==> src/rtl/tx_dma_addr_pkg.sv <==
package tx_dma_addr_pkg;

  typedef enum logic [2:0] {
    RD_NONE  = 3'd0,
    RD_FIRST = 3'd1,
    RD_CUR   = 3'd2,
    RD_DATA  = 3'd3,
    RD_FRAG  = 3'd4
  } rdSel_e;

  // Strobes from the control to the datapath; priority is already resolved
  typedef struct packed {
    logic   wrFirst;
    logic   wrCur;
    logic   wrData;
    logic   wrFrag;
    logic   stepData;
    logic   loadCur;
    logic   loadFrag;
    rdSel_e rdSel;
  } ctlStrobe_t;

endpackage

==> src/rtl/tx_dma_addr_ctl.sv <==
module tx_dma_addr_ctl
  import tx_dma_addr_pkg::*;
#(
  parameter int OFF_W = 8,
  parameter logic [OFF_W-1:0] OFF_FIRST = 8'hC0,
  parameter logic [OFF_W-1:0] OFF_CUR   = 8'hC4,
  parameter logic [OFF_W-1:0] OFF_DATA  = 8'hC8,
  parameter logic [OFF_W-1:0] OFF_FRAG  = 8'hCC
) (
  input  logic             swWrEn,
  input  logic [OFF_W-1:0] swWrOffset,
  input  logic [OFF_W-1:0] swRdOffset,
  input  logic             dmaDataStep,
  input  logic             dmaAdvance,
  output ctlStrobe_t       strobe
);

  logic hitFirst, hitCur, hitData, hitFrag;

  always_comb begin
    hitFirst = swWrEn && (swWrOffset == OFF_FIRST);
    hitCur   = swWrEn && (swWrOffset == OFF_CUR);
    hitData  = swWrEn && (swWrOffset == OFF_DATA);
    hitFrag  = swWrEn && (swWrOffset == OFF_FRAG);

    strobe.wrFirst  = hitFirst;
    strobe.wrCur    = hitCur;
    strobe.wrData   = hitData;
    strobe.wrFrag   = hitFrag;
    // A software write to a pointer overrides the engine's update of that pointer
    strobe.stepData = dmaDataStep && !hitData;
    strobe.loadCur  = dmaAdvance && !hitCur;
    strobe.loadFrag = dmaAdvance && !hitFrag;

    if (swRdOffset == OFF_FIRST)     strobe.rdSel = RD_FIRST;
    else if (swRdOffset == OFF_CUR)  strobe.rdSel = RD_CUR;
    else if (swRdOffset == OFF_DATA) strobe.rdSel = RD_DATA;
    else if (swRdOffset == OFF_FRAG) strobe.rdSel = RD_FRAG;
    else                             strobe.rdSel = RD_NONE;
  end

endmodule

==> src/rtl/tx_dma_addr_dp.sv <==
module tx_dma_addr_dp
  import tx_dma_addr_pkg::*;
#(
  parameter int DATA_W  = 32,
  parameter int ALIGN_W = 2
) (
  input  logic              clk,
  input  logic              rstN,
  input  ctlStrobe_t        strobe,
  input  logic [DATA_W-1:0] swWrData,
  input  logic [DATA_W-1:0] dmaNextDesc,
  input  logic [DATA_W-1:0] dmaNextFrag,
  output logic [DATA_W-1:0] firstDescAddr,
  output logic [DATA_W-1:0] curDescAddr,
  output logic [DATA_W-1:0] dataAddr,
  output logic [DATA_W-1:0] fragAddr,
  output logic [DATA_W-1:0] rdData
);

  localparam int WORD_W = DATA_W - ALIGN_W;

  // Only the dword part of the aligned pointers is stored
  logic [WORD_W-1:0]  firstQ, curQ, fragQ;
  logic [DATA_W-1:0]  dataQ;
  logic [WORD_W-1:0]  swWord;

  assign swWord = swWrData[DATA_W-1:ALIGN_W];

  always_ff @(posedge clk or negedge rstN) begin
    if (!rstN) begin
      firstQ <= '0;
      curQ   <= '0;
      fragQ  <= '0;
      dataQ  <= '0;
    end else begin
      if (strobe.wrFirst || strobe.wrCur) firstQ <= swWord;

      if (strobe.wrCur)        curQ <= swWord;
      else if (strobe.loadCur) curQ <= dmaNextDesc[DATA_W-1:ALIGN_W];

      if (strobe.wrFrag)        fragQ <= swWord;
      else if (strobe.loadFrag) fragQ <= dmaNextFrag[DATA_W-1:ALIGN_W];

      if (strobe.wrData)
        dataQ <= swWrData;
      else if (strobe.stepData)
        dataQ <= {dataQ[DATA_W-1:ALIGN_W] + 1'b1, dataQ[ALIGN_W-1:0]};
    end
  end

  assign firstDescAddr = {firstQ, {ALIGN_W{1'b0}}};
  assign curDescAddr   = {curQ,   {ALIGN_W{1'b0}}};
  assign fragAddr      = {fragQ,  {ALIGN_W{1'b0}}};
  assign dataAddr      = dataQ;

  always_comb begin
    unique case (strobe.rdSel)
      RD_FIRST: rdData = firstDescAddr;
      RD_CUR:   rdData = curDescAddr;
      RD_DATA:  rdData = dataAddr;
      RD_FRAG:  rdData = fragAddr;
      default:  rdData = '0;
    endcase
  end

  // a write to the current descriptor leaves both descriptor pointers equal
  a_r3_first_follows_cur: assert property (@(posedge clk) disable iff (!rstN)
    $past(rstN) && $past(strobe.wrCur) |-> firstDescAddr == curDescAddr);

  // a step adds one dword and keeps the byte offset
  a_r5_step_dword: assert property (@(posedge clk) disable iff (!rstN)
    $past(rstN) && $past(strobe.stepData) |->
      (dataAddr[DATA_W-1:ALIGN_W] == $past(dataAddr[DATA_W-1:ALIGN_W]) + 1'b1) &&
      (dataAddr[ALIGN_W-1:0] == $past(dataAddr[ALIGN_W-1:0])));

  // an advance stores the aligned engine values
  a_r7_advance_load: assert property (@(posedge clk) disable iff (!rstN)
    $past(rstN) && $past(strobe.loadCur) && $past(strobe.loadFrag) |->
      (curDescAddr == {$past(dmaNextDesc[DATA_W-1:ALIGN_W]), {ALIGN_W{1'b0}}}) &&
      (fragAddr == {$past(dmaNextFrag[DATA_W-1:ALIGN_W]), {ALIGN_W{1'b0}}}));

  // a software data write wins over a step in the same cycle
  a_r8_sw_wins_data: assert property (@(posedge clk) disable iff (!rstN)
    $past(rstN) && $past(strobe.wrData) |-> dataAddr == $past(swWrData));

  // an advance with no descriptor write leaves the first descriptor alone
  a_r7_first_kept: assert property (@(posedge clk) disable iff (!rstN)
    $past(rstN) && !$past(strobe.wrFirst) && !$past(strobe.wrCur) |->
      $stable(firstDescAddr));

endmodule

==> src/rtl/tx_dma_addr_bank.sv <==
module tx_dma_addr_bank
  import tx_dma_addr_pkg::*;
#(
  parameter int OFF_W   = 8,
  parameter int DATA_W  = 32,
  parameter int ALIGN_W = 2
) (
  input  logic                      clk,
  input  logic                      rstN,
  input  logic                      swWrEn,
  input  logic [OFF_W-1:0]          swWrOffset,
  input  logic [DATA_W-1:0]         swWrData,
  input  logic [OFF_W-1:0]          swRdOffset,
  output logic [DATA_W-1:0]         swRdData,
  input  logic                      dmaDataStep,
  input  logic                      dmaAdvance,
  input  logic [DATA_W-1:0]         dmaNextDesc,
  input  logic [DATA_W-1:0]         dmaNextFrag,
  output logic [DATA_W-1:0]         firstDescAddr,
  output logic [DATA_W-1:0]         curDescAddr,
  output logic [DATA_W-1:0]         dataAddr,
  output logic [DATA_W-1:0]         fragAddr,
  output logic [DATA_W-ALIGN_W-1:0] dataBusAddr,
  output logic [ALIGN_W-1:0]        dataByteOff
);

  ctlStrobe_t strobe;

  tx_dma_addr_ctl #(.OFF_W(OFF_W)) u_ctl (
    .swWrEn      (swWrEn),
    .swWrOffset  (swWrOffset),
    .swRdOffset  (swRdOffset),
    .dmaDataStep (dmaDataStep),
    .dmaAdvance  (dmaAdvance),
    .strobe      (strobe)
  );

  tx_dma_addr_dp #(.DATA_W(DATA_W), .ALIGN_W(ALIGN_W)) u_dp (
    .clk           (clk),
    .rstN          (rstN),
    .strobe        (strobe),
    .swWrData      (swWrData),
    .dmaNextDesc   (dmaNextDesc),
    .dmaNextFrag   (dmaNextFrag),
    .firstDescAddr (firstDescAddr),
    .curDescAddr   (curDescAddr),
    .dataAddr      (dataAddr),
    .fragAddr      (fragAddr),
    .rdData        (swRdData)
  );

  assign dataBusAddr = dataAddr[DATA_W-1:ALIGN_W];
  assign dataByteOff = dataAddr[ALIGN_W-1:0];

endmodule

==> config.mk <==
export PLATFORM = sky130hd
export DESIGN_NAME = tx_dma_addr_bank
export DESIGN_NICKNAME = d
export VERILOG_FILES = /design/src/rtl/tx_dma_addr_pkg.sv /design/src/rtl/tx_dma_addr_ctl.sv /design/src/rtl/tx_dma_addr_dp.sv /design/src/rtl/tx_dma_addr_bank.sv
export SDC_FILE = /design/constraint.sdc
export NUM_CORES = 1
export LEC_CHECK = 0
export BUFFER_PORTS_ARGS = -buffer_cell sky130_fd_sc_hd__buf_2
export CAP_MARGIN = 10
export CORE_ASPECT_RATIO = 1.75
export CORE_MARGIN = 8
export CORE_UTILIZATION = 40
export CTS_BUF_LIST = sky130_fd_sc_hd__clkbuf_4 sky130_fd_sc_hd__clkbuf_8 sky130_fd_sc_hd__clkbuf_16
export CTS_CLUSTER_DIAMETER = 200
export DETAILED_ROUTE_END_ITERATION = 16
export PLACE_DENSITY = 0.7
export SLEW_MARGIN = 15
export SYNTH_ARGS = -nofsm -noshare
export SYNTH_HDL_FRONTEND = slang
export SYNTH_SLANG_ARGS = --single-unit
==> constraint.sdc <==
create_clock -name clk -period 3.7 [get_ports clk]
set_input_delay 0.185 -clock clk [delete_from_list [all_inputs] [get_ports clk]]
set_output_delay 0.185 -clock clk [all_outputs]
set_load 0.03 [all_outputs]
==> After elaboration in Yosys (flattened, before gate mapping) <==
Cells that the tools add are included.
W data, S select, Z words.
{ "totals": {"in_bits": 117, "word_cells": 43, "output_inout_bits": 192, "regBits": 122} }
{ "op_classes": {"eq_ne": 12, "mux": 11, "reduce_logical": 14, "add_sub_neg": 1} }
{ "op_table": {"columns": ["op", "count"], "rows": [
  ["$pmux W32 S4", 1],
  ["$mux W30", 4],
  ["$eq A8 B8 Y1 const B", 8],
  ["$mux W32", 2],
  ["$add A30 B1 Y30 const B", 1],
  ["$mux W3", 4],
  ["$logic_and A1 B1 Y1", 7],
  ["$eq A3 B2 Y1 const B", 2],
  ["$reduce_bool A2 Y1", 3],
  ["$eq A3 B1 Y1 const B", 1],
  ["$eq A3 B3 Y1 const B", 1],
  ["$logic_not A1 Y1", 3],
  ["$logic_or A1 B1 Y1", 1]
]} }

==> Depth between registers and ports, before layout <==
Gate-level depths: netlist (run 1).
{ "logic_depth": {"ltp_word": 7, "depth_mapped": 7} }

==> Hierarchy <==
A second synthesis (run 1) with hierarchy kept.
{ "hier_totals": {"hier_cells": 695, "area_unflattened_um2": 6712.7} }
{ "by_module_without_submodules": {"columns": ["module", "cells_each", "instances", "area_each_um2"], "rows": [
  ["tx_dma_addr_dp", 640, 1, 6309.8],
  ["tx_dma_addr_bank", 32, 1, 240.2],
  ["tx_dma_addr_ctl", 23, 1, 162.7]
]} }

==> Least setup slack after synthesis (run 1) <==
No wires, ideal clock.
{ "synth_timing": {"path_type": "reg2reg", "start": "reg u_dp.dataQ[4], in the netlist u_dp.dataAddr[4]", "end": "reg u_dp.dataQ[31], in the netlist u_dp.dataAddr[31]", "stages_incl_launch_ff": 6, "arrival_ps": 2099, "period_less_slack_ps": 2180, "setup_slack_ps": 1520, "required_time_ps": 3618, "setup_time_ps": 82, "cell_sequence": "dfrtp_1 -> nand4_4 -> or4_1 -> buf_2 -> or4_1 -> a31oi_1"} }
{ "synth_between": {"elab_chain_cells": 3} }
{ "synth_rtl": {"columns": ["item", "line_no", "text"], "rows": [
  ["start, declared", "tx_dma_addr_dp.sv:24", "logic [DATA_W-1:0] dataQ;"],
  ["start signal, assigned", "tx_dma_addr_dp.sv:45", "dataQ <= swWrData;"],
  ["start signal, assigned", "tx_dma_addr_dp.sv:47", "dataQ <= {dataQ[DATA_W-1:ALIGN_W] + 1'b1, dataQ[ALIGN_W-1:0]};"],
  ["$add A30 B1 Y30", "tx_dma_addr_dp.sv:47", null],
  ["$mux W32", "tx_dma_addr_dp.sv:46", "else if (strobe.stepData)"],
  ["$mux W32", "tx_dma_addr_dp.sv:44", "if (strobe.wrData)"]
]} }
No other way between the ends. The select of a mux whose other input is x is not followed.
A chain may end at the register's enable or synchronous reset.

==> Worst setup path after layout (run 1) <==
{ "layout_timing": {"start": "reg u_dp.dataQ[5], in the netlist u_dp.dataAddr[5]", "end": "reg u_dp.dataQ[31], in the netlist u_dp.dataAddr[31]"} }
The elaborated chain is that of the path after synthesis.

==> results of run 1 <==
==> repair_timing <==
item	CTS	global route
hold endpoints to repair	56	0
hold buffers	2	0
setup buffers	0	0
setup endpoints to repair	0	0
==> stage by stage <==
| stage | setup slack (ps) | hold WS (ps) | power (uW) | area [um^2] |
|---|---|---|---|---|
| final | 1250 | 20.7 | 4690 | 8910 |
| after global routing | 1090 | 36.6 | 4890 | 8910 |
| after CTS | 1240 | 12.5 | 4740 | 8910 |
| after detailed placement | 1250 | 296 | 2970 | 8260 |
| after global placement | 1270 | 300 | 2950 | 8260 |
| after floorplan | 1520 | -111 | 2570 | 6860 |
==> Yosys cell counts, types with 6 or more instances <==
master | instances | share of area (%)
or4_1 | 13 | 1.4
o21ai_0 | 6 | 0.44
nand3_1 | 11 | 0.80
nor2_1 | 94 | 5.2
o31ai_1 | 10 | 1.1
or3_1 | 6 | 0.55
a21oi_1 | 74 | 5.4
nor2b_1 | 30 | 2.7
mux2_2 | 32 | 5.3
mux4_2 | 29 | 9.5
inv_1 | 8 | 0.44
nand4_1 | 8 | 0.73
a31oi_1 | 16 | 1.5
buf_4 | 39 | 4.3
xnor2_1 | 9 | 1.2
nand2_1 | 8 | 0.44
clkbuf_1 | 39 | 2.1
mux2i_1 | 61 | 8.9
dfrtp_1 | 122 | 45
==> logic make-up after synthesis <==
kind of cell,share of synthesized area [%]
AOI/OAI and AO/OA,8.41
muxes,24.1
xor gates and xnor gates,1.66
DFF,44.6
and+or+nand+nor,13.7
adders and majority gates,0.183
other,0.0548
buffers and inverters,7.26
==> state kept, by name (all words and copies together), names as in the netlist <==
| register | count |
|---|---|
| u_dp.dataAddr | 32 |
| u_dp.fragQ | 30 |
| u_dp.curQ | 30 |
| u_dp.firstQ | 30 |
==> power groups by stage <==
stage / sequential, uW / combinational (uW) / clock [uW]
after detailed placement: 1730 / 1240 / 0
after CTS: 1700 / 1250 / 1790
final: 1700 / 1230 / 1750
after global placement: 1720 / 1230 / 0
after global routing: 1730 / 1310 / 1850
after floorplan: 1980 / 585 / 0
==> worst max-delay path by stage <==
stage	endpoint	slack (ps)	cells past startpoint	start
finish	u_dp.dataAddr[31]	1250	4	u_dp.dataAddr[5]
global route	u_dp.dataAddr[24]	1090	5	u_dp.dataAddr[2]
global placement	u_dp.firstQ[22]	1270	5	swWrOffset[1]
detailed placement	u_dp.dataAddr[22]	1250	4	u_dp.dataAddr[5]
CTS	u_dp.dataAddr[31]	1240	4	u_dp.dataAddr[5]
floorplan	u_dp.dataAddr[31]	1520	5	u_dp.dataAddr[4]
==> area by class of cell <==
| cell class | count | area [um^2] | share of cell area, % |
|---|---|---|---|
| tap | 227 | 284 | 3.19 |
| timing repair buffer | 308 | 1590 | 17.8 |
| inverter | 8 | 30.0 | 0.337 |
| multi-input combinational | 435 | 3320 | 37.3 |
| sequential | 122 | 3050 | 34.3 |
| clock inverter | 12 | 166 | 1.87 |
| clock buffer | 20 | 467 | 5.24 |
==> per-layer routing <==
layer,share of wire [%],routed length (um),vias to the layer above
li1,-,-,2770
met1,36,8490,2912
met2,55,12900,209
met3,6.6,1530,23
met4,1.6,368,2
met5,0.056,13,-
==> worst reg2reg max path, stage by stage (launching register included) <==
cell and delay (ps):
dfrtp_1 560, nand4_4 210, or4_1 860, or4_1 580, a31oi_1 170
==> key figures, run 1 <==
GRT
  – Number of global-route vias before repair: 6,227
  – Overflow after GRT: 0
  – Gr usage total: 21.3%
  – GR peak layer: met2
  – Met1 usage: 22.9%
  – First-pass GRT wire length: 35,600 um
  – GR Layer Usage met3: 4.66%
  – Initial antenna violation count: 1
  – Largest net degree at the start of global routing: 68
  – M2 GR Usage: 39.4%

Layout
  – Post-layout util: 52.8%
  – Most frequent cells in the layout: buf_2, dfrtp_1, nor2_1
  – Final-stage net count: 1,010
  – Layout area overhead: 30.2%
  – Layout filler cell count: 1,585
  – Number of antenna diodes: 0
  – Layout cells sized above 1: 44.5%
  – Final cell count without fillers: 1,132
  – Most common cell after layout, fill and taps aside: buf_2

Clocking
  – Worst-path clk slew: 50 ps
  – Clock Tree Root: clkbuf_16
  – H-tree levels: 4
  – Clk_lat worst skew: 410 ps
  – CTS resizes: 0
  – Clock Tree Buf Depth: 2
  – Sink Count: 122
  – Num CTS Buffers: 17
  – CTS tree: built

Route
  – Routed Antenna Nets: 0
  – Initial DRC count: 229
  – # DRC: 0
  – Wire per inst: 20.6 um
  – Total Wirelength: 23,300 um
  – DR vias/cell: 5.23
  – Drt first pass iters: 4
  – Via count: 5,916

Power and ir drop
  – Comb pwr share: 26.2%
  – Internal: 3060 uW
  – Sw frac: 34.8%
  – VDD IR-drop max: 273 uV
  – Clock Power Share: 37.4%
  – PD cells: 526 nW/um^2
  – Flop pwr share: 36.3%
  – Pleak: 0.00450 uW
  – Switch Pwr: 1630 uW

Place
  – Final HPWL DP: 17,100 um
  – IO Port Bufs: 298
  – Global placement routability congestion: 0.795
  – Placed cells: 1,098

Hold path
  – Tightest Hold Check Type: in2reg
  – Hold Path Origin: swWrData[0]
  – Worst Hold Depth: 2
  – Min-Delay Endpoint: u_dp.dataAddr[0]

Die
  – Die height: 189 um
  – Row count: 63
  – # IOs: 309
  – Starting Density: 40.6%
  – Width of the die: 115 um
  – Die Area: 21,700 um^2
  – Core Region: 16,900 um^2

Synthesis
  – Synth warn: 0
  – Seq/Total Area, Yosys: 44.6%
  – Synth unique cells: 35
  – EDFF count, synth: 0
  – Cells after synthesis: 644
  – Synth Cell Area: 6840 um^2
  – Async SR Flop Fraction: 100%
  – Ys flop type: dfrtp_1
  – Avg Cell Area, Syn: 10.6 um^2
  – Synth Register Bits: 122

Timing
  – Final Setup Violations: 0
  – F_max: 409 MHz
  – Hold Vio Cnt, Final: 0
  – RSZ-0062 raised after global routing: no
  – Skew final: 16.2 ps
  – Final period util: 66.1%
  – Fin Setup TNS: 0 ps
  – Slew headroom: 27.3%
  – Clock period minus worst slack: 2450 ps
  – Slew of the pin with the lowest slew margin: 1090 ps
  – Max-slew violations: 0

Critical path
  – R2R setup slack: 1250 ps
  – R2R Path Start: u_dp.dataAddr[5]
  – CP max stage cell: or4_1
  – CP Capture Type: register
  – Worst Path Max Fanout: 17
  – Worst stage delay on the critical path: 860 ps
  – Required time of the worst setup path: 4030 ps
  – Critical path class: reg2reg
  – Most used cell, CP: or4_1
  – Worst Path Arrival: 2780 ps
  – R2R depth: 4
  – R2r endpoint: u_dp.dataAddr[31]
  – Bufs and invs on worst path: 0
  – Startpoint Class: register
  – CP Cell Sequence: nand4_4, or4_1, or4_1, a31oi_1
  – Crit path max-delay family: simple AND/OR/NAND/NOR gates

Status
  – Outcome: finished clean

Run
  – Max-cap violations: 0
Power figures use the tool's default switching activity.
==> run 2: changes to the inputs <==
--- a/config.mk
+++ b/config.mk
@@ -13,7 +13,7 @@
 export CTS_BUF_LIST = sky130_fd_sc_hd__clkbuf_4 sky130_fd_sc_hd__clkbuf_8 sky130_fd_sc_hd__clkbuf_16
 export CTS_CLUSTER_DIAMETER = 200
 export DETAILED_ROUTE_END_ITERATION = 16
-export PLACE_DENSITY = 0.7
+export PLACE_DENSITY = 0.72
 export SLEW_MARGIN = 15
 export SYNTH_ARGS = -nofsm -noshare
 export SYNTH_HDL_FRONTEND = slang
==> constraint.sdc (replaced) <==
create_clock -name clk -period 2.1 [get_ports clk]
set_input_delay 0.105 -clock clk [delete_from_list [all_inputs] [get_ports clk]]
set_output_delay 0.105 -clock clk [all_outputs]
set_load 0.03 [all_outputs]
==> run 2 against run 1 <==
Clock power increased by 81%. Largest power group unchanged. Fmax grew 21%. Critical endpoint unchanged. Cell area rose by 11%. Global-route usage grew 1.1 points.
==> key figures, run 2 (synthesized netlist as in run 1, its figures left out) <==
Critical path
  – R2R Path Start: u_dp.dataAddr[7]
  – CP Capture Type: register
  – Worst stage delay on the critical path: 610 ps
  – Critical path class: reg2reg
  – R2R depth: 5
  – Required time of the worst setup path: 2430 ps
  – Most used cell, CP: or4_1
  – R2r endpoint: u_dp.dataAddr[31]
  – Worst Path Max Fanout: 17
  – Worst setup endpoint: u_dp.dataAddr[31]
  – CP Cell Sequence: nand4_4, or4_1, buf_6, or4_1, a31oi_1
  – CP startpoint: u_dp.dataAddr[7]
  – Startpoint Class: register
  – CP max stage cell: or4_1
  – R2R setup slack: 80 ps
  – Worst Path Arrival: 2350 ps

Power and ir drop
  – Internal: 5680 uW
  – VDD IR-drop max: 506 uV
  – PD cells: 870 nW/um^2
  – Pleak: 0.00495 uW
  – Flop pwr share: 33.6%
  – Switch Pwr: 2940 uW
  – Sw frac: 34.1%
  – Comb pwr share: 29.9%
  – Total power: 8630 uW
  – Clock Power Share: 36.6%

GRT
  – Number of global-route vias before repair: 6,807
  – First-pass GRT wire length: 37,700 um
  – Initial antenna violation count: 3
  – Overflow after GRT: 0
  – Gr usage total: 22.4%
  – Largest net degree at the start of global routing: 123

Timing
  – Max-slew violations: 0
  – Final Setup Violations: 0
  – Clock period minus worst slack: 2020 ps
  – Final period util: 96.2%
  – Slew headroom: 53.6%
  – Hold Vio Cnt, Final: 0
  – Setup WS post-layout: 78.8 ps
  – Skew final: 9.76 ps
  – F_max: 495 MHz
  – Fin Setup TNS: 0 ps
  – RSZ-0062 raised after global routing: no
  – Slew of the pin with the lowest slew margin: 696 ps

Clocking
  – H-tree levels: 4
  – Clock Tree Root: clkbuf_16
  – Sink Count: 122
  – CTS tree: built
  – Worst-path clk slew: 60 ps
  – Clock Tree Buf Depth: 2
  – Num CTS Buffers: 17
  – Clk_lat worst skew: 410 ps

Layout
  – Layout cells sized above 1: 44.4%
  – Layout area overhead: 45.0%
  – Final-stage net count: 1,109
  – Max reg flops: 32
  – Design area: 9920 um^2
  – Post-layout util: 58.8%
  – Most frequent cells in the layout: buf_2, dfrtp_1, nor2_1
  – Most common cell after layout, fill and taps aside: buf_2

Route
  – Wire per inst: 19.7 um
  – Total Wirelength: 24,300 um
  – Initial DRC count: 307
  – # DRC: 0
  – Routed Antenna Nets: 0
  – DR vias/cell: 5.17
  – Drt first pass iters: 4
  – Via count: 6,369

Die
  – Die Area: 21,700 um^2
  – Die height: 189 um
  – # IOs: 309
  – Row count: 63
  – Width of the die: 115 um
  – Core Region: 16,900 um^2
  – Starting Density: 40.6%

Place
  – Placed instance area: 8530 um^2
  – IO Port Bufs: 298
  – Global placement routability congestion: 0.875
  – Final HPWL DP: 17,100 um
  – Post-place setup slack: 48.2 ps

Hold path
  – Tightest Hold Check Type: in2reg

Status
  – Outcome: finished clean

Run
  – Max-cap violations: 0
run 2: layer usage:
metal  up-vias  track usage (%)  share of wire, %  routed length (um)
met5         -                0             0.041                  10
met4         2             10.0               2.5                 609
met2       237             41.9                56               13600
met1      3113             22.6                35                8600
li1       2975                -                 -                   -
met3        42             5.45               6.1                1490
run 2: layout make-up:
type                       instances  area, um^2
antenna                            2        5.00
clock buffer                      19         447
clock inverter                    13         193
fill                            1429        6950
inverter                           8        30.0
multi-input combinational        435        3330
sequential                       122        3070
tap                              227         284
timing repair buffer             407        2570
run 2: how the worst min path moves through the flow:
stage | start | to | slack [ps] | depth (start not counted)
floorplan | rstN | u_dp.curQ[0] | -190 | 0
global placement | rstN | u_dp.curQ[0] | 260 | 2
detailed placement | rstN | u_dp.curQ[0] | 260 | 2
CTS | swWrData[15] | u_dp.firstQ[13] | 0.09 | 2
global route | swWrData[8] | u_dp.firstQ[6] | 1 | 2
finish | swWrData[30] | u_dp.firstQ[28] | 10 | 2
run 2: timing repair:
| action | in CTS | in global routing |
|---|---|---|
| hold buffers | 71 | 2 |
| resized for setup | 0 | 4 |
| endpoints found under the hold margin | 204 | 2 |
| setup endpoints to repair | 0 | 8 |
| setup buffers | 0 | 0 |
run 2: power by group through the flow:
stage / Combinational (uW) / Sequential [uW] / Clock (uW)
after floorplan: 1030 / 3510 / 0
after CTS: 2600 / 2890 / 3210
after global placement: 2450 / 2920 / 0
final: 2580 / 2900 / 3160
after detailed placement: 2470 / 2940 / 0
after global routing: 2730 / 2930 / 3330
run 2: worst max-delay path, delay by kind of cell, from the launching register on:
kind | cells | cell delay, ps
and+or+nand+nor | 3 | 1200
buffers and inverters | 1 | 190
AOI/OAI and AO/OA | 1 | 160
DFF | 1 | 380
run 2: stage by stage:
stage | hold WS [ps] | cells
global placement | 262 | 1126
finish | 10.6 | 1233
global route | 1.42 | 1233
CTS | 0.0922 | 1229
floorplan | -191 | 649
detailed placement | 262 | 1126
